## src/rtl/dispram_pkg.sv

```systemverilog
// Shared types for the two-wire display RAM slave.
// Assumes 8-bit bytes on the bus; the control byte bit positions are fixed.
package dispram_pkg;
    typedef enum logic [2:0] {
        ST_IDLE,       // waiting for a start condition
        ST_RX,         // shifting a byte in from the master
        ST_ACK_SETUP,  // byte complete, waiting for SCL low to drive ack
        ST_ACK_DRIVE,  // holding SDA low through the ack clock
        ST_TX,         // shifting a byte out to the master
        ST_MACK        // master acknowledge slot after a read byte
    } link_state_t;

    typedef enum logic [1:0] {
        ROLE_ADDR,
        ROLE_CTRL,
        ROLE_DATA
    } byte_role_t;

    localparam int CTRL_CONT_BIT = 7;
    localparam int CTRL_SEL_BIT  = 6;
endpackage

```

## src/rtl/dispram_line_sync.sv

```systemverilog
// Line synchronizer and event detector.
// Brings SCL and SDA into the clk domain through STAGES flops and flags
// SCL edges plus start (SDA falls, SCL high) and stop (SDA rises, SCL high).
// Assumes STAGES >= 2 and SCL/SDA slow compared to clk.
module dispram_line_sync #(
    parameter int STAGES = 2
) (
    input  logic clk,
    input  logic rst_n,
    input  logic scl_i,
    input  logic sda_i,
    output logic scl_lvl,
    output logic sda_lvl,
    output logic scl_rise,
    output logic scl_fall,
    output logic start_det,
    output logic stop_det
);
    logic [STAGES-1:0] scl_pipe;
    logic [STAGES-1:0] sda_pipe;
    logic              scl_prev;
    logic              sda_prev;

    // Resynchronise both lines and keep one cycle of history.
    always_ff @(posedge clk) begin
        if (!rst_n) begin
            scl_pipe <= '1;
            sda_pipe <= '1;
            scl_prev <= 1'b1;
            sda_prev <= 1'b1;
        end else begin
            scl_pipe <= {scl_pipe[STAGES-2:0], scl_i};
            sda_pipe <= {sda_pipe[STAGES-2:0], sda_i};
            scl_prev <= scl_pipe[STAGES-1];
            sda_prev <= sda_pipe[STAGES-1];
        end
    end

    // Decode edges and bus conditions from the synchronized levels.
    always_comb begin
        scl_lvl   = scl_pipe[STAGES-1];
        sda_lvl   = sda_pipe[STAGES-1];
        scl_rise  = scl_lvl & ~scl_prev;
        scl_fall  = ~scl_lvl & scl_prev;
        start_det = scl_lvl & scl_prev & sda_prev & ~sda_lvl;
        stop_det  = scl_lvl & scl_prev & ~sda_prev & sda_lvl;
    end
endmodule

```

## src/rtl/dispram_store.sv

```systemverilog
// Display data RAM: one write port, one combinational read port.
// Cleared by reset. Assumes at most one write per cycle.
module dispram_store #(
    parameter int AW = 7,
    parameter int DW = 8
) (
    input  logic          clk,
    input  logic          rst_n,
    input  logic          we,
    input  logic [AW-1:0] waddr,
    input  logic [DW-1:0] wdata,
    input  logic [AW-1:0] raddr,
    output logic [DW-1:0] rdata
);
    localparam int DEPTH = 1 << AW;

    logic [DW-1:0] mem [DEPTH];

    // Clear on reset, otherwise store the addressed byte.
    always_ff @(posedge clk) begin
        if (!rst_n) begin
            for (int i = 0; i < DEPTH; i++) begin
                mem[i] <= '0;
            end
        end else if (we) begin
            mem[waddr] <= wdata;
        end
    end

    assign rdata = mem[raddr];
endmodule

```

## src/rtl/dispram_cursor.sv

```systemverilog
// Address counter and read data register.
// Priority: clear, then load, then increment. The counter wraps naturally.
// The data register only changes on an explicit load.
module dispram_cursor #(
    parameter int AW = 7,
    parameter int DW = 8
) (
    input  logic          clk,
    input  logic          rst_n,
    input  logic          ac_clr,
    input  logic          ac_load,
    input  logic [AW-1:0] ac_load_val,
    input  logic          ac_inc,
    input  logic          dreg_ld,
    input  logic [DW-1:0] dreg_val,
    output logic [AW-1:0] ac,
    output logic [DW-1:0] dreg
);
    localparam logic [AW-1:0] AC_STEP = AW'(1);

    // Update the address counter.
    always_ff @(posedge clk) begin
        if (!rst_n) begin
            ac <= '0;
        end else if (ac_clr) begin
            ac <= '0;
        end else if (ac_load) begin
            ac <= ac_load_val;
        end else if (ac_inc) begin
            ac <= ac + AC_STEP;
        end
    end

    // Capture a fetched byte into the data register.
    always_ff @(posedge clk) begin
        if (!rst_n) begin
            dreg <= '0;
        end else if (dreg_ld) begin
            dreg <= dreg_val;
        end
    end

    assert_inc_wraps_R12: assert property (@(posedge clk) disable iff (!rst_n)
        (ac_inc && !ac_clr && !ac_load) |=> (ac == $past(ac) + AC_STEP));
endmodule

```

## src/rtl/dispram_proto.sv

```systemverilog
// Protocol engine: byte shifting, acknowledge, control byte and instruction
// decode, read pipeline control. Emits single-cycle commands to the RAM
// and cursor. Assumes AW <= DW-1 and that addr_pin is static.
module dispram_proto
    import dispram_pkg::*;
#(
    parameter int          AW          = 7,
    parameter int          DW          = 8,
    parameter logic [5:0]  DEV_ADDR_HI = 6'b011101
) (
    input  logic          clk,
    input  logic          rst_n,
    input  logic          addr_pin,
    input  logic          sda_lvl,
    input  logic          scl_lvl,
    input  logic          scl_rise,
    input  logic          scl_fall,
    input  logic          start_det,
    input  logic          stop_det,
    input  logic [AW-1:0] ac,
    input  logic [DW-1:0] dreg,
    input  logic [DW-1:0] rd_data,
    output logic          sda_oe,
    output logic          mem_we,
    output logic [DW-1:0] mem_wdata,
    output logic [AW-1:0] mem_raddr,
    output logic          ac_clr,
    output logic          ac_load,
    output logic [AW-1:0] ac_load_val,
    output logic          ac_inc,
    output logic          dreg_ld
);
    localparam int              CW       = $clog2(DW);
    localparam logic [CW-1:0]   LAST_BIT = CW'(DW - 1);
    localparam logic [AW-1:0]   AW_ONE   = AW'(1);

    link_state_t   state;
    byte_role_t    role;
    logic [CW-1:0] bit_cnt;
    logic [DW-1:0] shreg;
    logic [DW-1:0] txsh;
    logic          do_ack;
    logic          rs_q;
    logic          co_q;
    logic          got_ack;

    logic [DW-1:0] byte_in;
    logic          addr_hit;
    logic          act_data;
    logic          mack_take;
    logic          is_set;
    logic          is_home;

    // Decode the incoming byte and the commands for this cycle.
    always_comb begin
        byte_in   = {shreg[DW-2:0], sda_lvl};
        addr_hit  = (byte_in[DW-1:1] == {DEV_ADDR_HI, addr_pin});
        act_data  = (state == ST_ACK_DRIVE) && scl_fall && (role == ROLE_DATA)
                    && !start_det && !stop_det;
        mack_take = (state == ST_MACK) && scl_rise && !sda_lvl
                    && !start_det && !stop_det;
        is_set    = !rs_q && shreg[DW-1];
        is_home   = !rs_q && (shreg[DW-1:1] == 7'b0000001);
        mem_we      = act_data && rs_q;
        mem_wdata   = shreg;
        ac_load     = act_data && is_set;
        ac_load_val = shreg[AW-1:0] + AW_ONE;
        ac_clr      = act_data && is_home;
        ac_inc      = mem_we || mack_take;
        dreg_ld     = ac_load || mack_take;
        mem_raddr   = ac_load ? shreg[AW-1:0] : ac;
    end

    // Bus sequencing: receive, acknowledge, transmit, master acknowledge.
    always_ff @(posedge clk) begin
        if (!rst_n) begin
            state   <= ST_IDLE;
            role    <= ROLE_ADDR;
            bit_cnt <= '0;
            shreg   <= '0;
            txsh    <= '0;
            sda_oe  <= 1'b0;
            do_ack  <= 1'b0;
            rs_q    <= 1'b0;
            co_q    <= 1'b0;
            got_ack <= 1'b0;
        end else if (start_det) begin
            state   <= ST_RX;
            role    <= ROLE_ADDR;
            bit_cnt <= '0;
            sda_oe  <= 1'b0;
        end else if (stop_det) begin
            state  <= ST_IDLE;
            sda_oe <= 1'b0;
        end else begin
            case (state)
                ST_RX: begin
                    if (scl_rise) begin
                        shreg   <= byte_in;
                        bit_cnt <= bit_cnt + CW'(1);
                        if (bit_cnt == LAST_BIT) begin
                            state  <= ST_ACK_SETUP;
                            do_ack <= (role != ROLE_ADDR) || addr_hit;
                        end
                    end
                end
                ST_ACK_SETUP: begin
                    if (scl_fall) begin
                        if (do_ack) begin
                            sda_oe <= 1'b1;
                            state  <= ST_ACK_DRIVE;
                        end else begin
                            state <= ST_IDLE;
                        end
                    end
                end
                ST_ACK_DRIVE: begin
                    if (scl_fall) begin
                        sda_oe  <= 1'b0;
                        bit_cnt <= '0;
                        state   <= ST_RX;
                        case (role)
                            ROLE_ADDR: begin
                                if (shreg[0]) begin
                                    txsh   <= dreg;
                                    sda_oe <= ~dreg[DW-1];
                                    state  <= ST_TX;
                                end else begin
                                    role <= ROLE_CTRL;
                                end
                            end
                            ROLE_CTRL: begin
                                co_q <= shreg[CTRL_CONT_BIT];
                                rs_q <= shreg[CTRL_SEL_BIT];
                                role <= ROLE_DATA;
                            end
                            default: begin
                                role <= co_q ? ROLE_CTRL : ROLE_DATA;
                            end
                        endcase
                    end
                end
                ST_TX: begin
                    if (scl_fall) begin
                        if (bit_cnt == LAST_BIT) begin
                            sda_oe <= 1'b0;
                            state  <= ST_MACK;
                        end else begin
                            sda_oe  <= ~txsh[DW-2];
                            txsh    <= txsh << 1;
                            bit_cnt <= bit_cnt + CW'(1);
                        end
                    end
                end
                ST_MACK: begin
                    if (scl_rise) begin
                        got_ack <= !sda_lvl;
                        if (!sda_lvl) begin
                            txsh <= rd_data;
                        end
                    end else if (scl_fall) begin
                        if (got_ack) begin
                            sda_oe  <= ~txsh[DW-1];
                            bit_cnt <= '0;
                            state   <= ST_TX;
                        end else begin
                            state <= ST_IDLE;
                        end
                    end
                end
                default: begin
                end
            endcase
        end
    end

    assert_no_ack_on_miss_R1: assert property (@(posedge clk) disable iff (!rst_n)
        (state == ST_ACK_SETUP && !do_ack) |-> !sda_oe);
    assert_sda_moves_scl_low_R7: assert property (@(posedge clk) disable iff (!rst_n)
        (sda_oe != $past(sda_oe)) |-> !scl_lvl);
    assert_nack_freezes_R9: assert property (@(posedge clk) disable iff (!rst_n)
        (state == ST_MACK && scl_rise && sda_lvl && !start_det && !stop_det)
        |=> ($stable(ac) && $stable(dreg) && $stable(txsh)));
    assert_release_in_mack_R10: assert property (@(posedge clk) disable iff (!rst_n)
        (state == ST_MACK) |-> !sda_oe);
    assert_stop_releases_R11: assert property (@(posedge clk) disable iff (!rst_n)
        stop_det |=> (!sda_oe && state == ST_IDLE));
endmodule

```

## src/rtl/dispram_i2c_slave.sv

```systemverilog
// Top: two-wire display RAM slave. Wires the line synchronizer, protocol
// engine, address counter / data register and the RAM together.
// Assumes SCL is not stretched and the SCL half period spans several clk cycles.
module dispram_i2c_slave #(
    parameter int         AW          = 7,
    parameter int         DW          = 8,
    parameter int         SYNC_STAGES = 2,
    parameter logic [5:0] DEV_ADDR_HI = 6'b011101
) (
    input  logic clk,
    input  logic rst_n,
    input  logic addr_pin_i,
    input  logic scl_i,
    input  logic sda_i,
    output logic sda_oe_o
);
    localparam logic [AW-1:0] AC_STEP = AW'(1);

    logic          scl_lvl, sda_lvl, scl_rise, scl_fall, start_det, stop_det;
    logic [AW-1:0] ac;
    logic [DW-1:0] dreg;
    logic [DW-1:0] rd_data;
    logic          mem_we;
    logic [DW-1:0] mem_wdata;
    logic [AW-1:0] mem_raddr;
    logic          ac_clr, ac_load, ac_inc, dreg_ld;
    logic [AW-1:0] ac_load_val;

    dispram_line_sync #(.STAGES(SYNC_STAGES)) u_sync (
        .clk(clk), .rst_n(rst_n), .scl_i(scl_i), .sda_i(sda_i),
        .scl_lvl(scl_lvl), .sda_lvl(sda_lvl), .scl_rise(scl_rise),
        .scl_fall(scl_fall), .start_det(start_det), .stop_det(stop_det)
    );

    dispram_proto #(.AW(AW), .DW(DW), .DEV_ADDR_HI(DEV_ADDR_HI)) u_proto (
        .clk(clk), .rst_n(rst_n), .addr_pin(addr_pin_i), .sda_lvl(sda_lvl),
        .scl_lvl(scl_lvl), .scl_rise(scl_rise), .scl_fall(scl_fall),
        .start_det(start_det), .stop_det(stop_det), .ac(ac), .dreg(dreg),
        .rd_data(rd_data), .sda_oe(sda_oe_o), .mem_we(mem_we),
        .mem_wdata(mem_wdata), .mem_raddr(mem_raddr), .ac_clr(ac_clr),
        .ac_load(ac_load), .ac_load_val(ac_load_val), .ac_inc(ac_inc),
        .dreg_ld(dreg_ld)
    );

    dispram_cursor #(.AW(AW), .DW(DW)) u_cursor (
        .clk(clk), .rst_n(rst_n), .ac_clr(ac_clr), .ac_load(ac_load),
        .ac_load_val(ac_load_val), .ac_inc(ac_inc), .dreg_ld(dreg_ld),
        .dreg_val(rd_data), .ac(ac), .dreg(dreg)
    );

    dispram_store #(.AW(AW), .DW(DW)) u_store (
        .clk(clk), .rst_n(rst_n), .we(mem_we), .waddr(ac), .wdata(mem_wdata),
        .raddr(mem_raddr), .rdata(rd_data)
    );

    assert_write_advances_R3: assert property (@(posedge clk) disable iff (!rst_n)
        mem_we |=> (ac == $past(ac) + AC_STEP));
    assert_set_addr_prefetch_R4: assert property (@(posedge clk) disable iff (!rst_n)
        ac_load |=> (ac == $past(ac_load_val) && dreg == $past(rd_data)));
    assert_home_keeps_dreg_R5: assert property (@(posedge clk) disable iff (!rst_n)
        ac_clr |=> (ac == '0 && $stable(dreg)));
endmodule

```

## config.mk

```make
export PLATFORM = sky130hd
export DESIGN_NAME = dispram_i2c_slave
export DESIGN_NICKNAME = d
export VERILOG_FILES = /design/src/rtl/dispram_pkg.sv /design/src/rtl/dispram_line_sync.sv /design/src/rtl/dispram_store.sv /design/src/rtl/dispram_cursor.sv /design/src/rtl/dispram_proto.sv /design/src/rtl/dispram_i2c_slave.sv
export SDC_FILE = /design/constraint.sdc
export NUM_CORES = 2
export LEC_CHECK = 0
export ABC_AREA = 1
export BUFFER_PORTS_ARGS = -buffer_cell sky130_fd_sc_hd__buf_2
export CAP_MARGIN = 20
export CORE_MARGIN = 2
export CORE_UTILIZATION = 30
export DETAILED_ROUTE_END_ITERATION = 16
export SLEW_MARGIN = 20
export SYNTH_ARGS = -nofsm -noshare
export SYNTH_HDL_FRONTEND = slang
export SYNTH_SLANG_ARGS = --single-unit
```

## constraint.sdc

```tcl
create_clock -name clk -period 3.14 [get_ports clk]
set_input_delay 0.471 -clock clk [delete_from_list [all_inputs] [get_ports clk]]
set_output_delay 0.471 -clock clk [all_outputs]
set_load 0.03 [all_outputs]
```

**Word level (Yosys, flattened, before mapping)**

Memories as Yosys holds them, arrays and structs flattened.
Cells that the tools add are included.

- Flip-flop bits (word level): 50
- Bits in writable memories: 1024
- Bits of input ports: 5
- Output and inout bits: 1
- Memories kept: 1

Memories:

| memory | depth | width | read ports | clocked after memory_dff | wr ports | line | source |
|---|---|---|---|---|---|---|---|
| u_store.mem | 128 | 8 | 1 | 0 | 128 | dispram_store.sv:17 | `logic [DW-1:0] mem [DEPTH];` |

- $add $sub $neg: 3
- Eq/ne operators: 34
- Mux-type cells: 55
- Bitwise logic cells: 17
- Reductions and logical operators: 42

Operator list:

| operator | count |
|---|---|
| two-way mux 8 bit | 8 |
| two-way mux 3 bit | 18 |
| two-way mux 7 bit | 4 |
| inequality test 4 x 1 -> 1 bit (second input constant) | 7 |
| AND reduction 9 bit | 3 |
| one-hot mux 8 bit (3 select lines) | 1 |
| inequality test 2 x 1 -> 1 bit (second input constant) | 11 |
| two-way mux 1 bit | 17 |
| one-hot mux 3 bit (5 select lines) | 1 |
| adder 7 x 1 -> 7 bit (second input constant) | 2 |
| logical AND 1 bit | 13 |
| one-hot mux 3 bit (4 select lines) | 1 |
| AND reduction 4 bit | 3 |
| inequality test 2 bit (second input constant) | 5 |
| inverter 1 bit | 10 |
| AND reduction 10 bit | 1 |
| AND reduction 5 bit | 2 |
| == test 3 bit (second input constant) | 3 |
| AND reduction 8 bit | 1 |
| nonzero test 4 bit | 2 |
| OR reduction 8 bit | 1 |
| AND 1 bit | 7 |
| == test 7 x 1 -> 1 bit (second input constant) | 1 |
| == test 7 x 6 -> 1 bit | 1 |
| 18 further kinds | 28 |

**Depth between registers and ports, before layout**

- Word-level depth: 12
- Mapped depth: 21
- Mapped depth without buffers: 18

**Hierarchy**

From an unflattened synthesis, not the netlist that was laid out.

- Cell total of the unflattened synthesis: 5260
- Area, all modules: 49163.4 µm²

By module, submodules not included:

| module | times used | cells an instance | area an instance (µm²) | sequential area each (µm²) |
|---|---|---|---|---|
| dispram_store | 1 | 4848 | 46392.0 | 30749.5 |
| dispram_proto | 1 | 293 | 1861.8 | 580.6 |
| dispram_cursor | 1 | 92 | 710.7 | 300.3 |
| dispram_line_sync | 1 | 27 | 198.9 | 120.1 |

**Worst setup path after synthesis**

Ideal clock, no wire load.

- Path kind: register -> register
- From: register u_proto.state[2]
- To: memory u_store.mem[125][0], enable pin
- Arrival time: 2.315 ns
- Data required time: 2.811 ns
- Path slack: 0.496 ns
- Cell stages (with the launch flop): 11
- Path buffers: 1
- Clock period less this slack: 2.644 ns
- Path through: dfxtp_1 -> inv_2 -> nand3_4 -> nor2_4 -> nand3_1 -> nor2_1 -> nand2_2 -> nor4_2 -> buf_6 -> nand2_2 -> nand2_1

RTL lines:

| item | line | source |
|---|---|---|
| from (decl) | dispram_proto.sv:37 | `link_state_t state;` |
| from (signal assigned) | dispram_proto.sv:77 | `state <= ST_IDLE;` |
| from (signal assigned) | dispram_proto.sv:88 | `state <= ST_RX;` |
| from (signal assigned) | dispram_proto.sv:93 | `state <= ST_IDLE;` |
| to (decl) | dispram_store.sv:17 |  |

**Worst setup path after layout**

- From: register u_sync.scl_pipe[1]
- To: register u_proto.txsh[7]

- Word-level cells in the longest chain between the ends: 12

Ends and longest elaborated chain:

| item | line | source |
|---|---|---|
| from (decl) | dispram_line_sync.sv:19 | `logic [STAGES-1:0] scl_pipe;` |
| from (signal assigned) | dispram_line_sync.sv:32 | `scl_pipe <= {scl_pipe[STAGES-2:0], scl_i};` |
| AND 1 bit / inverter 1 bit (equally long branches) | dispram_line_sync.sv:45, dispram_line_sync.sv:46, dispram_line_sync.sv:44 |  |
| AND 1 bit, on equally long branches | dispram_line_sync.sv:45, dispram_line_sync.sv:44 |  |
| AND 1 bit / logical AND 1 bit (equally long branches) | dispram_line_sync.sv:45, dispram_proto.sv:58 |  |
| zero test 1 bit / logical AND 1 bit (equally long branches) | dispram_proto.sv:59, dispram_proto.sv:58 |  |
| logical AND 1 bit (2 in a row) | dispram_proto.sv:59 | `&& !start_det && !stop_det;` |
| logical AND 1 bit | dispram_proto.sv:66 | `ac_load = act_data && is_set;` |
| two-way mux 7 bit | dispram_proto.sv:71 | `mem_raddr = ac_load ? shreg[AW-1:0] : ac;` |
| memory (128 x 8 bit) | -- |  |
| two-way mux 8 bit | dispram_proto.sv:158 | `if (!sda_lvl) begin` |
| two-way mux 8 bit | dispram_proto.sv:156 | `if (scl_rise) begin` |
| one-hot mux 8 bit (3 select lines) | dispram_proto.sv:96 | `case (state)` |
| to (signal assigned) | dispram_proto.sv:125 | `txsh <= dreg;` |
| to (signal assigned) | dispram_proto.sv:150 | `txsh <= txsh << 1;` |
| to (signal assigned) | dispram_proto.sv:159 | `txsh <= rd_data;` |
| to (decl) | dispram_proto.sv:41 | `logic [DW-1:0] txsh;` |

Parallel ways exist; a longest one is shown, timed or not. The select of a mux whose other input is x is not followed.
A chain may end at the register's enable or synchronous reset.

==> summary by stage <==
Status
The flow ran to the end, and the final reports show no timing, DRC or antenna violations.

Routing
The final routed wirelength across all metal layers is 151 mm. In the routed layout, each cell is associated on average with a via count of 5.03. After detailed routing, the average wire length per cell comes to 19.7 um. The number of remaining DRC errors is 0.

In this run, the number of DRC markers left after iteration 0 of detailed routing was 4790. The first detailed-routing pass ran for 7 iterations. Across all layers, the routed design uses 38600 vias. The detail route stage leaves a number of antenna-violating nets equal to 0.

Clock tree
Clock tree synthesis found a total of 1074 sinks. The buffer depth of the longest clock path is 3. Clock-pin slew was measured on the worst setup and hold paths at 0.06 ns. The number of clock buffers added by TritonCTS is 115.

The clock reaches the later pin of the worst-skew pair after 0.73 ns. The CTS tree is built. Clock tree synthesis selected as its root buffer the cell clkbuf_16. The total number of H-tree levels is 3.

Power
Dividing total power by cell area gives a power density of 539 mW/mm2. The worst-case vdd ir drop is 0.439 mV. The static power due to leakage is 20.8 nW.

Worst setup path
The library cell contributing the largest single delay on the critical path is dfxtp_1. In this design, the largest share of critical-path delay is due to simple AND/OR/NAND/NOR gates. The capturing element type of the critical path is a flip-flop.

The kind of critical path is reg2reg. The cell that appears most often on the critical path is nand2_1. For the worst setup path, the data required time is 3.78 ns. The number of buffers and inverters on the critical path is 3. The highest fanout seen on the critical path is 38. The signal on the critical path passes through inv_1, nand2_1, nor2_4, nand4_1, nand2_4, buf_12, buf_12, nand2_1, nand3_1, nand3_1, nand3_1, nand2_1, nand2_1, nand2_1, nor2_2, nand2_1, nand2_1, nand2_1, a21oi_1.

The worst setup path is launched from a flip-flop. In this design, the stage delay of the slowest critical-path cell is 0.35 ns. The critical path data arrival time is 3.64 ns.

Placed design
The placed wire-length estimate is 90.9 mm. The congestion estimate from routability-driven global placement came to 0.912. Port buffering added 5 buffers.

Once placement completed, the tool counted placed cells totaling 7435.

Global route
For this run the aggregate overflow at the end of global routing stands at 0. Across every metal layer, demand over resource in global routing totals 0.170. The number of global-route vias before repair was 37200. The first global-routing pass estimated 226 mm of wire. The number of antenna violations at the first check in global routing is 0. The largest net degree at the start of global routing is 131.

Timing
The final max-slew violation count was 0. Clock skew on the completed layout was measured at 0.0336 ns. In this run the tightest slew margin relative to its limit is 0.286. The highest attainable clock frequency is 333 MHz. At the pin with the least slew margin, the transition time is 1.07 ns. The number of hold violations in the final report is 0. Of the available clock period, the critical path in the final layout requires 0.956.

Setup repair after global routing could not meet its margin everywhere. Counting I/O delays and the setup requirement, the final critical path takes 3.00 ns. The number of failing setup endpoints in the final timing report is 0.

Final layout
The total number of nets in the final design is 5376. Of the cells placed in the final design, the portion with a size suffix greater than 1 is 0.131. Across the whole layout, storage elements account for 0.0318 mm2. The multi-input logic area is 0.0162 mm2. The number of fill cells in the layout is 16800. The area overhead of the layout relative to synthesis is 15.2%.

The number of antenna diodes is 0. After the flow finishes, the layout carries non-filler instances totaling 7661. The utilization after layout is 0.348.

Logic synthesis
In this run the cell area of the synthesized design comes to 0.0505 mm2. The proportion of netlist area held by the largest area contributor is 0.609. The number of warnings issued by yosys is 0.

The mean instance size in the synthesized netlist is 9.42 um2. The most used flip-flop cell after synthesis is edfxtp_1. The cell type with the highest aggregate area in the netlist is edfxtp_1. Yosys mapped the design onto 45 distinct sky130hd cell types. After synthesis the netlist holds a flip-flop and latch count of 1074. After synthesis, the share of flip-flops with an asynchronous set or reset is 0.

The synthesized instance count is 5363. The share of the yosys chip area belonging to registers is 0.629. The number of enable-type register cells in the synthesized netlist is 1024. The number of nets in the synthesized netlist is 5372. After synthesis, the cell types taking the most area are edfxtp_1, nor2_1, nand2_1.

Run
The max-cap violation count is 0.

Floorplan
6 I/O pins were placed. The number of rows created at floorplan is 150. The effective utilization at floorplan is 0.302. The y dimension of the die is 414 um.

The die covers 0.172 mm2. The placeable core area is 0.167 mm2. The die is 414 um wide.

Worst hold path
The worst min-delay path class is in2reg.
-- cell type report --
cell class	instances	area share
repair buffers	239	0.0464
flip-flops and latches	1074	0.546
clock inverters	68	0.0102
multi-input cells	3647	0.279
well taps	2204	0.0474
inverters	290	0.0194
clock buffers	139	0.0517
-- metrics by stage --
step / setup TNS, ns / setup WS, ns / power (W) / hold WS, ns / area (um2)
detailed placement: -0.00639 / -0.00505 / 0.0184 / 0.404 / 54100
global route: -0.142 / -0.0339 / 0.0323 / 0.188 / 58200
floorplan: 0 / 0.496 / 0.0178 / 0.393 / 50500
finish: 0 / 0.139 / 0.0313 / 0.218 / 58200
global placement: 0 / 0.0107 / 0.0183 / 0.409 / 54100
CTS: 0 / 0.00327 / 0.0315 / 0.164 / 57700
-- cells in the mapped netlist (5+ instances only) --
cell type / instances
a221oi_1: 7
nor2_1: 1219
nand4_1: 10
buf_6: 12
o211ai_1: 28
nand2_1: 1173
xor2_1: 5
dfxtp_1: 50
buf_4: 25
buf_1: 15
or2_1: 10
or2_2: 88
nor4_2: 8
inv_2: 8
buf_2: 139
nand3_1: 704
inv_1: 276
o21bai_1: 7
o21a_1: 20
clkbuf_1: 161
nand2_2: 131
o21ai_1: 25
o21ai_0: 88
nor3_1: 7
edfxtp_1: 1024
clkinv_1: 6
a21oi_1: 84
-- state kept, by name, indices dropped and copies added (netlist names) --
name,flops
u_cursor.ac,7
u_cursor.dreg,8
u_proto.bit_cnt,3
u_proto.co_q,1
u_proto.do_ack,1
u_proto.got_ack,1
u_proto.mem_wdata,8
u_proto.role,2
u_proto.rs_q,1
u_proto.sda_oe,1
u_proto.state,3
u_proto.txsh,8
u_store.mem,1024
u_sync.scl_pipe,2
u_sync.scl_prev,1
u_sync.sda_pipe,2
u_sync.sda_prev,1
-- path summary, 6_finish.rpt --
check	startpoint	to	slack, ns	depth (start not counted)
worst max-delay path	u_sync.scl_pipe[1]$_SDFF_PN1_	u_proto.txsh[7]$_SDFFE_PN0P_	0.14	19
worst max register to register	u_sync.scl_pipe[1]$_SDFF_PN1_	u_proto.txsh[7]$_SDFFE_PN0P_	0.14	19
worst min-delay path	addr_pin_i	u_proto.do_ack$_SDFFE_PN0P_	0.22	4
worst min register to register	u_sync.sda_pipe[0]$_SDFF_PN1_	u_sync.sda_pipe[1]$_SDFF_PN1_	0.40	1
-- worst min-delay path, stage by stage --
cell and delay [ns]:
buf_2 0.14, nand2_1 0.08, a311oi_1 0.08, nor3_1 0.12
-- logic make-up after synthesis --
logic type / count (synthesis) / share of synthesized area
adder cells (fa/ha/maj): 4 / 0.000991
flip-flops: 1074 / 0.629
buffers and inverters: 642 / 0.0548
AO/OA/AOI/OAI: 273 / 0.0316
AND/OR/NAND/NOR: 3365 / 0.283
XOR/XNOR: 5 / 0.000867
-- cell usage in the layout (no fill, tap or decap), types with 47 or more instances in the layout --
master / n
buf_4: 164
clkbuf_16: 123
a21oi_1: 77
edfxtp_1: 1024
dfxtp_1: 47
nand2_2: 169
inv_1: 269
o21ai_0: 87
or2_2: 88
nor2_1: 1213
nand2_1: 1133
buf_12: 54
nand3_1: 703
-- timing repair --
action                                  4_1_cts  5_1_grt
endpoints found under the setup margin        0      270
buffers inserted                              0       10
hold endpoints to repair                      2        0
hold buffers                                  2        0
resized for setup                             0       64
-- metal layers --
layer	up-vias	GRT usage	part of all wire
li1	17800	-	-
met1	18900	0.230	0.41
met2	1658	0.279	0.47
met3	246	0.0271	0.084
met4	0	0.0569	0.033
met5	-	0	0
-- report_power, final --
group / internal [W] / total [W] / switching (W)
Sequential: 0.0164 / 0.0166 / 0.000247
Clock: 0.00751 / 0.0132 / 0.00573
Combinational: 0.000407 / 0.00149 / 0.00109
(Power assumes the default switching activity.)
